[src/rtl/prio_irq_pkg.sv]
// Package: shared constants for the prioritized interrupt controller.
// Assumes at most 64 sources and at most 16 priority words.
package prio_irq_pkg;
    localparam int ADDR_W    = 6;
    localparam int DATA_W    = 16;
    localparam int LVL_W     = 4;
    localparam int PRIO_W    = 3;
    localparam int IDX_W     = 6;
    localparam int VEC_W     = 24;

    // Register word map
    localparam int A_FLAG0   = 0;
    localparam int A_EN0     = 4;
    localparam int A_PRI0    = 16;
    localparam int A_CTRL    = 32;
    localparam int A_LVL     = 33;
    localparam int A_MASK    = 34;

    // Control word bit positions
    localparam int C_NEST_OFF = 0;
    localparam int C_ALT_TBL  = 1;
    localparam int C_MASK_ST  = 2;

    // Highest priority held back by the masking window
    localparam int MASK_CEIL  = 6;

    typedef struct packed {
        logic              valid;
        logic [PRIO_W-1:0] prio;
        logic [IDX_W-1:0]  idx;
    } win_t;
endpackage

[src/rtl/pic_regfile.sv]
// Module: per-source flag, enable and priority storage with bus decode.
// Assumes N_SRC <= 64; flags are set by source pulses and cleared by
// write-one-to-clear; a set in the same cycle as a clear wins.
module pic_regfile
    import prio_irq_pkg::*;
#(
    parameter int N_SRC = 44
) (
    input  logic                          clk,
    input  logic                          rst_n,
    input  logic [N_SRC-1:0]              src_pulse,
    input  logic                          wr_en,
    input  logic [ADDR_W-1:0]             addr,
    input  logic [DATA_W-1:0]             wdata,
    output logic [N_SRC-1:0]              flags,
    output logic [N_SRC-1:0]              enables,
    output logic [N_SRC-1:0][PRIO_W-1:0]  prio,
    output logic [DATA_W-1:0]             rdata,
    output logic                          hit
);
    localparam int PER_WORD = DATA_W;
    localparam int PRI_PER  = DATA_W / 4;

    genvar g;
    generate
        for (g = 0; g < N_SRC; g++) begin : g_src
            localparam int FW  = A_FLAG0 + g / PER_WORD;
            localparam int EW  = A_EN0 + g / PER_WORD;
            localparam int PW  = A_PRI0 + g / PRI_PER;
            localparam int BIT = g % PER_WORD;
            localparam int NIB = 4 * (g % PRI_PER);

            logic clr_hit;
            assign clr_hit = wr_en && (addr == ADDR_W'(FW)) && wdata[BIT];

            // Flag: set by the source, cleared by a one written to its bit
            always_ff @(posedge clk) begin
                if (!rst_n)
                    flags[g] <= 1'b0;
                else if (src_pulse[g])
                    flags[g] <= 1'b1;
                else if (clr_hit)
                    flags[g] <= 1'b0;
            end

            // Enable bit: plain read/write
            always_ff @(posedge clk) begin
                if (!rst_n)
                    enables[g] <= 1'b0;
                else if (wr_en && addr == ADDR_W'(EW))
                    enables[g] <= wdata[BIT];
            end

            // Priority field: plain read/write nibble
            always_ff @(posedge clk) begin
                if (!rst_n)
                    prio[g] <= '0;
                else if (wr_en && addr == ADDR_W'(PW))
                    prio[g] <= wdata[NIB +: PRIO_W];
            end
        end
    endgenerate

    // Read mux over the per-source words
    always_comb begin
        rdata = '0;
        hit   = 1'b0;
        for (int i = 0; i < N_SRC; i++) begin
            if (addr == ADDR_W'(A_FLAG0 + i / PER_WORD)) begin
                rdata[i % PER_WORD] = flags[i];
                hit = 1'b1;
            end
            if (addr == ADDR_W'(A_EN0 + i / PER_WORD)) begin
                rdata[i % PER_WORD] = enables[i];
                hit = 1'b1;
            end
            if (addr == ADDR_W'(A_PRI0 + i / PRI_PER)) begin
                rdata[4 * (i % PRI_PER) +: PRIO_W] = prio[i];
                hit = 1'b1;
            end
        end
    end
endmodule

[src/rtl/pic_arbiter.sv]
// Module: combinational winner selection.
// Picks the highest nonzero priority among enabled pending sources;
// the ascending scan with a strict compare lets the lowest index win ties.
module pic_arbiter
    import prio_irq_pkg::*;
#(
    parameter int N_SRC = 44
) (
    input  logic [N_SRC-1:0]              flags,
    input  logic [N_SRC-1:0]              enables,
    input  logic [N_SRC-1:0][PRIO_W-1:0]  prio,
    output win_t                          win
);
    // Linear scan for the strongest eligible source
    always_comb begin
        logic [PRIO_W-1:0] best_p;
        logic [IDX_W-1:0]  best_i;
        best_p = '0;
        best_i = '0;
        for (int i = 0; i < N_SRC; i++) begin
            if (flags[i] && enables[i] && prio[i] > best_p) begin
                best_p = prio[i];
                best_i = IDX_W'(i);
            end
        end
        win.valid = (best_p != '0);
        win.prio  = best_p;
        win.idx   = best_i;
    end
endmodule

[src/rtl/pic_level_stack.sv]
// Module: CPU priority level with a save stack for nesting.
// Assumes the caller only asserts take when the stack has room; a
// return with an empty stack is ignored; software writes honour lock.
module pic_level_stack
    import prio_irq_pkg::*;
#(
    parameter int DEPTH = 8
) (
    input  logic                         clk,
    input  logic                         rst_n,
    input  logic                         take,
    input  logic [PRIO_W-1:0]            take_prio,
    input  logic                         ret,
    input  logic                         sw_wr,
    input  logic [LVL_W-1:0]             sw_lvl,
    input  logic                         lock,
    output logic [LVL_W-1:0]             cpu_lvl,
    output logic [$clog2(DEPTH+1)-1:0]   depth,
    output logic                         full
);
    localparam int DEPTH_W = $clog2(DEPTH + 1);
    localparam int PTR_W   = (DEPTH > 1) ? $clog2(DEPTH) : 1;

    logic [DEPTH-1:0][LVL_W-1:0] stk;

    assign full = (depth == DEPTH_W'(DEPTH));

    // Level update: return first, then acknowledge, then software write
    always_ff @(posedge clk) begin
        if (!rst_n) begin
            cpu_lvl <= '0;
            depth   <= '0;
            stk     <= '0;
        end else if (ret && depth != '0) begin
            cpu_lvl <= stk[PTR_W'(depth - 1'b1)];
            depth   <= depth - 1'b1;
        end else if (take) begin
            stk[PTR_W'(depth)] <= cpu_lvl;
            cpu_lvl <= {1'b0, take_prio};
            depth   <= depth + 1'b1;
        end else if (sw_wr && !lock) begin
            cpu_lvl <= sw_lvl;
        end
    end
endmodule

[src/rtl/pic_mask_timer.sv]
// Module: instruction-counted masking window.
// A load replaces the remaining count; each tick decrements a nonzero count.
module pic_mask_timer #(
    parameter int CNT_W = 14
) (
    input  logic             clk,
    input  logic             rst_n,
    input  logic             load,
    input  logic [CNT_W-1:0] load_val,
    input  logic             tick,
    output logic [CNT_W-1:0] cnt,
    output logic             active
);
    // Countdown register
    always_ff @(posedge clk) begin
        if (!rst_n)
            cnt <= '0;
        else if (load)
            cnt <= load_val;
        else if (tick && cnt != '0)
            cnt <= cnt - 1'b1;
    end

    assign active = (cnt != '0);
endmodule

[src/rtl/prio_irq_ctrl.sv]
// Module: top of the prioritized nestable interrupt controller.
// Joins storage, arbiter, level stack and masking timer; gates the
// request with the level compare, nesting lock, mask window and stack room.
module prio_irq_ctrl
    import prio_irq_pkg::*;
#(
    parameter int          N_SRC     = 44,
    parameter int          DEPTH     = 8,
    parameter int          CNT_W     = 14,
    parameter int          RSV_SLOTS = 8,
    parameter logic [23:0] PRI_BASE  = 24'h000004,
    parameter logic [23:0] ALT_BASE  = 24'h000084
) (
    input  logic               clk,
    input  logic               rst_n,
    input  logic [N_SRC-1:0]   src_pulse,
    input  logic               bus_wr,
    input  logic [5:0]         bus_addr,
    input  logic [15:0]        bus_wdata,
    output logic [15:0]        bus_rdata,
    input  logic               irq_ack,
    input  logic               irq_ret,
    input  logic               instr_retired,
    output logic               irq_req,
    output logic [23:0]        irq_vec_addr,
    output logic [3:0]         cpu_level,
    output logic               mask_active
);
    localparam int DEPTH_W = $clog2(DEPTH + 1);

    logic [N_SRC-1:0]             flags;
    logic [N_SRC-1:0]             enables;
    logic [N_SRC-1:0][PRIO_W-1:0] prio;
    logic [DATA_W-1:0]            rf_rdata;
    logic                         rf_hit;
    win_t                         win;
    logic [PRIO_W-1:0]            win_prio;
    logic                         nest_off;
    logic                         alt_sel;
    logic [DEPTH_W-1:0]           depth;
    logic                         full;
    logic [CNT_W-1:0]             mask_cnt;
    logic                         take;

    pic_regfile #(.N_SRC(N_SRC)) u_rf (
        .clk(clk), .rst_n(rst_n), .src_pulse(src_pulse),
        .wr_en(bus_wr), .addr(bus_addr), .wdata(bus_wdata),
        .flags(flags), .enables(enables), .prio(prio),
        .rdata(rf_rdata), .hit(rf_hit)
    );

    pic_arbiter #(.N_SRC(N_SRC)) u_arb (
        .flags(flags), .enables(enables), .prio(prio), .win(win)
    );

    assign win_prio = win.prio;

    // Control word: nesting disable and table select
    always_ff @(posedge clk) begin
        if (!rst_n) begin
            nest_off <= 1'b0;
            alt_sel  <= 1'b0;
        end else if (bus_wr && bus_addr == ADDR_W'(A_CTRL)) begin
            nest_off <= bus_wdata[C_NEST_OFF];
            alt_sel  <= bus_wdata[C_ALT_TBL];
        end
    end

    pic_mask_timer #(.CNT_W(CNT_W)) u_mask (
        .clk(clk), .rst_n(rst_n),
        .load(bus_wr && bus_addr == ADDR_W'(A_MASK)),
        .load_val(bus_wdata[CNT_W-1:0]),
        .tick(instr_retired), .cnt(mask_cnt), .active(mask_active)
    );

    // Request gating
    always_comb begin
        logic above, nest_blk, mask_blk;
        above    = {1'b0, win.prio} > cpu_level;
        nest_blk = nest_off && (depth != '0);
        mask_blk = mask_active && (win.prio <= PRIO_W'(MASK_CEIL));
        irq_req  = win.valid && above && !nest_blk && !mask_blk && !full;
    end

    assign take = irq_ack && irq_req && !irq_ret;

    pic_level_stack #(.DEPTH(DEPTH)) u_lvl (
        .clk(clk), .rst_n(rst_n), .take(take), .take_prio(win.prio),
        .ret(irq_ret), .sw_wr(bus_wr && bus_addr == ADDR_W'(A_LVL)),
        .sw_lvl(bus_wdata[LVL_W-1:0]), .lock(nest_off),
        .cpu_lvl(cpu_level), .depth(depth), .full(full)
    );

    // Vector address from the selected table
    always_comb begin
        logic [VEC_W-1:0] base;
        base = alt_sel ? ALT_BASE : PRI_BASE;
        irq_vec_addr = base + (VEC_W'(RSV_SLOTS) + VEC_W'(win.idx)) * VEC_W'(2);
    end

    // Bus read mux
    always_comb begin
        bus_rdata = '0;
        if (rf_hit)
            bus_rdata = rf_rdata;
        else if (bus_addr == ADDR_W'(A_CTRL)) begin
            bus_rdata[C_NEST_OFF] = nest_off;
            bus_rdata[C_ALT_TBL]  = alt_sel;
            bus_rdata[C_MASK_ST]  = mask_active;
        end else if (bus_addr == ADDR_W'(A_LVL))
            bus_rdata = DATA_W'(cpu_level);
        else if (bus_addr == ADDR_W'(A_MASK))
            bus_rdata = DATA_W'(mask_cnt);
    end
endmodule

[config.mk]
export PLATFORM = sky130hd
export DESIGN_NAME = prio_irq_ctrl
export DESIGN_NICKNAME = d
export VERILOG_FILES = /design/src/rtl/prio_irq_pkg.sv /design/src/rtl/pic_regfile.sv /design/src/rtl/pic_arbiter.sv /design/src/rtl/pic_level_stack.sv /design/src/rtl/pic_mask_timer.sv /design/src/rtl/prio_irq_ctrl.sv
export SDC_FILE = /design/constraint.sdc
export NUM_CORES = 1
export LEC_CHECK = 0
export ABC_CLOCK_PERIOD_IN_PS = 73800
export CAP_MARGIN = 40
export CORE_MARGIN = 8
export CORE_UTILIZATION = 61
export DETAILED_ROUTE_END_ITERATION = 10
export GPL_ROUTABILITY_DRIVEN = 1
export PLACE_DENSITY_LB_ADDON = 0.3
export SYNTH_ARGS = -nofsm -noshare
export SYNTH_HDL_FRONTEND = slang
export SYNTH_SLANG_ARGS = --single-unit
export TNS_END_PERCENT = 100
[constraint.sdc]
create_clock -name clk -period 73.8 [get_ports clk]
set_input_delay 7.38 -clock clk [delete_from_list [all_inputs] [get_ports clk]]
set_output_delay 7.38 -clock clk [all_outputs]
set_load 0.05 [all_outputs]
==> flow_metrics.env <==
export IMPL_status="completed"
export IMPL_design_final_nets=2810
export IMPL_grt_antenna_before_repair=0
export IMPL_worst_ep_required_time_ns=66.42
export IMPL_worst_path_most_repeated_cell="nor2_1"
export IMPL_wl_mm=72.4
export IMPL_dieWidth_um=193
export IMPL_cp_data_arrival_time_ns=62.69
export IMPL_floorplan_core_area_um2=31200
export IMPL_cellPowerDensity_nw_per_um2=19.0
export IMPL_synthTopCellsByArea="dfxtp_1, nand2_1, a21oi_1"
export IMPL_design_die_area_um2=37400
export IMPL_clock_skew_final_ns=0.0129
export IMPL_max_cap_viol_count=0
export IMPL_postLayoutCoreUtil_pct=69.7
export IMPL_layoutNonFillerInstCount=3110
export IMPL_timing_slew_headroom_pct=36.4
export IMPL_clock_tree_root_cell="clkbuf_16"
export IMPL_hold_depth=2
export IMPL_ant_nets=0
export IMPL_grt_start_max_net_pins=89
export IMPL_synth_edff_count=0
export IMPL_power_static_leakage_uw=0.00824
export IMPL_dr_first_iter_drc_count=3011
export IMPL_first_global_vias=19900
export IMPL_timing_final_max_slew_violations=0
export IMPL_final_layout_size_suffix_gt1_share_pct=8.65
export IMPL_grt_ovfl_total=0
export IMPL_yosys_area_top_type_share_pct=28.8
export IMPL_dpl_cell_count=3042
export IMPL_grt_first_pass_wirelength_mm=111
export IMPL_timing_hold_violations_final=0
export IMPL_cts_tree="built"
export IMPL_postLayoutSetupSlackWorst_ns=3.73
export IMPL_critical_path_reg2reg_startpoint="u_rf.flags[0]"
export IMPL_groute_usage_overall_pct=36.4
export IMPL_clkSinkCount=276
export IMPL_synth_top_cells_by_count="nand2_1, a21oi_1, dfxtp_1"
export IMPL_power_share_switching_pct=30.1
export IMPL_number_of_buffers_inserted_during_clock_tree_synthesis=31
export IMPL_number_of_warnings_reported_in_the_yosys_synthesis_log=0
export IMPL_hold_path_class="flop to flop"
export IMPL_firstDrtPassIters=9
export IMPL_area_sequential_um2=5530
export IMPL_number_of_library_cell_types_mapped_by_synthesis=125
export IMPL_timing_reg2reg_setup_slack_ns=10.10
export IMPL_die_height_um=193
export IMPL_area_of_combinational_cells_with_multiple_inputs_um2=12900
export IMPL_tightestPinTransition_ns=0.951
export IMPL_seq_area_frac_synth_pct=28.8
export IMPL_dr_total_vias=21300
export IMPL_worstHoldStart="u_lvl.stk[15]"
export IMPL_critical_path_startpoint_type="flop"
export IMPL_critical_path_reg2reg_endpoint="u_lvl.stk[19]"
export IMPL_whs_endpoint="u_lvl.stk[15]"
export IMPL_synth_to_layout_area_growth_pct=13.6
export IMPL_vias_per_cell=6.85
export IMPL_dp_slack_ns=1.41
export IMPL_sequentialPowerShare_pct=40.6
export IMPL_critical_path_slowest_cell="or4_1"
export IMPL_post_synth_cell_area_avg_um2=7.22
export IMPL_timing_final_setup_violations=0
export IMPL_globalplace_congestion=1.00
export IMPL_cts_hold_repair_buffers=0
export IMPL_synth_area_leader_cell="dfxtp_1"
export IMPL_cts_max_level=1
export IMPL_synth_top_flop_cell="dfxtp_1"
export IMPL_num_io_pins=118
export IMPL_clk_pin_slew_worst_paths_ns=0.07
export IMPL_power_switching_uw=125
export IMPL_fin_crit_share_pct=94.9
export IMPL_pwr_share_clk_pct=42.0
export IMPL_worst_setup_path_type="flop to primary output"
export IMPL_final_period_minus_worst_setup_slack_ns=70.07
export IMPL_minimum_hold_slack_ns=0.429
export IMPL_placement_rows=65
export IMPL_cts_path_max_buffers=3
export IMPL_reg2reg_depth=316
export IMPL_critPathMaxStageDelay_ns=0.57
export IMPL_synthesis_area_um2=19200
export IMPL_comb_power_share_pct=17.4
export IMPL_num_fill_cells=2607
export IMPL_drc_errors=0
export IMPL_power_report_internal_total_uw=290
export IMPL_max_freq_mhz=14.3
export IMPL_wl_per_cell_um=23.3
export IMPL_setup_total_negative_slack_ns=0
export IMPL_clk_insertion_delay_late_ns=0.58
export IMPL_worst_ir_drop_vdd_v=0.0000240
export IMPL_async_reset_ff_share_pct=0
export IMPL_worst_path_max_fanout=8
export IMPL_most_used_standard_cell_by_instance_count_after_synthesis="nand2_1"
export IMPL_end_kind="primary output"
export IMPL_initial_util_pct=61.4
export IMPL_numPortBuffers=101
export IMPL_postSynthCellCount=2655
export IMPL_post_detailed_placement_half_perimeter_wirelength_mm=51.9
export IMPL_postSynthRegisterBits=276
-- registers in the layout (all words and copies together) (netlist names) --
signal and cells:
u_rf.prio 132, u_rf.enables 44, u_rf.flags 44, u_lvl.stk 32, u_mask.cnt 14, u_lvl.cpu_lvl 4, u_lvl.depth 4, alt_sel 1
nest_off 1
-- worst max-delay path: cells and delay by family (launching register included) --
| kind | cells | cell delay (ns) |
|---|---|---|
| AOI/OAI and AO/OA | 110 | 20.58 |
| adders and majority gates | 61 | 18.14 |
| buffers and inverters | 10 | 1.01 |
| DFF | 1 | 0.43 |
| muxes | 12 | 4.10 |
| and+or+nand+nor | 121 | 17.82 |
-- cell usage in the layout, fill, tap and decap left out, types with 14 or more instances in the layout --
master	n
a211oi_1	35
a21o_1	23
a21oi_1	319
a221oi_1	16
a22oi_1	29
a31oi_1	23
and2_1	38
and3_1	56
buf_4	34
clkbuf_16	31
clkdlybuf4s50_1	92
conb_1	17
dfxtp_1	276
ha_1	55
inv_1	88
maj3_1	26
mux2_2	17
mux2i_1	51
nand2_1	570
nand2b_1	16
nand3_1	91
nand4_1	21
nor2_1	231
nor3_1	36
o211a_1	15
o211ai_1	18
o21a_1	15
o21ai_0	86
or2_2	14
-- final cells by class --
type,instances,area share (%)
multi-input combinational,2145,59.4
sequential,276,25.4
timing repair buffer,140,6.12
clock buffer,39,3.93
tap,402,2.31
inverter,89,1.56
clock inverter,17,1.30
antenna,2,0.0230
-- power by group through the flow --
stage | Clock [µW] | Sequential, µW | Combinational, µW
after global routing | 180 | 169 | 76.7
final | 174 | 168 | 72.0
after floorplan | 0 | 168 | 49.4
after detailed placement | 0 | 171 | 69.1
after global placement | 0 | 171 | 67.5
after CTS | 174 | 168 | 70.2
-- per-layer routing --
layer	part of all wire (%)	up-vias	wire length [µm]	track usage (%)
li1	-	9598	-	-
met1	38	9900	27700	45.4
met2	43	1438	31200	57.1
met3	12	362	8420	8.21
met4	7.0	0	5080	21.6
met5	0	-	0	0
-- timing repair --
action	in CTS	in global routing
buffers inserted	0	10
setup endpoints to repair	0	9
gates resized for setup	0	66
-- through the flow --
stage | area, µm² | power (µW)
5_1_grt | 21800 | 426
3_5_place_dp | 20300 | 240
4_1_cts | 21500 | 412
2_1_floorplan | 19200 | 217
6_report | 21800 | 415
3_3_place_gp | 20200 | 238
-- kinds of logic (layout without fill, tap and decap cells) --
kind of cell | count (synthesis) | count (layout) | share of synthesized area (%)
muxes | 81 | 81 | 5.01
DFF | 276 | 276 | 28.8
other | 1 | 19 | 0.0196
buffers and inverters | 250 | 285 | 5.31
xor gates and xnor gates | 19 | 19 | 0.868
adders and majority gates | 83 | 83 | 5.06
AOI/OAI and AO/OA | 785 | 785 | 27.7
and+or+nand+nor | 1160 | 1160 | 27.2
-- worst max path at each step --
stage	start	endpoint	slack, ns	cells past startpoint
after global routing	u_rf.flags[0]	irq_req	-0.30	316
after CTS	u_rf.flags[0]	irq_req	0.59	312
after detailed placement	u_rf.flags[0]	irq_req	1.41	312
after floorplan	u_rf.enables[0]	irq_vec_addr[4]	9.03	311
final	u_rf.flags[0]	irq_req	3.73	314
after global placement	u_rf.flags[0]	irq_req	3.77	313
No activity file was read; power rests on OpenSTA's default activity.
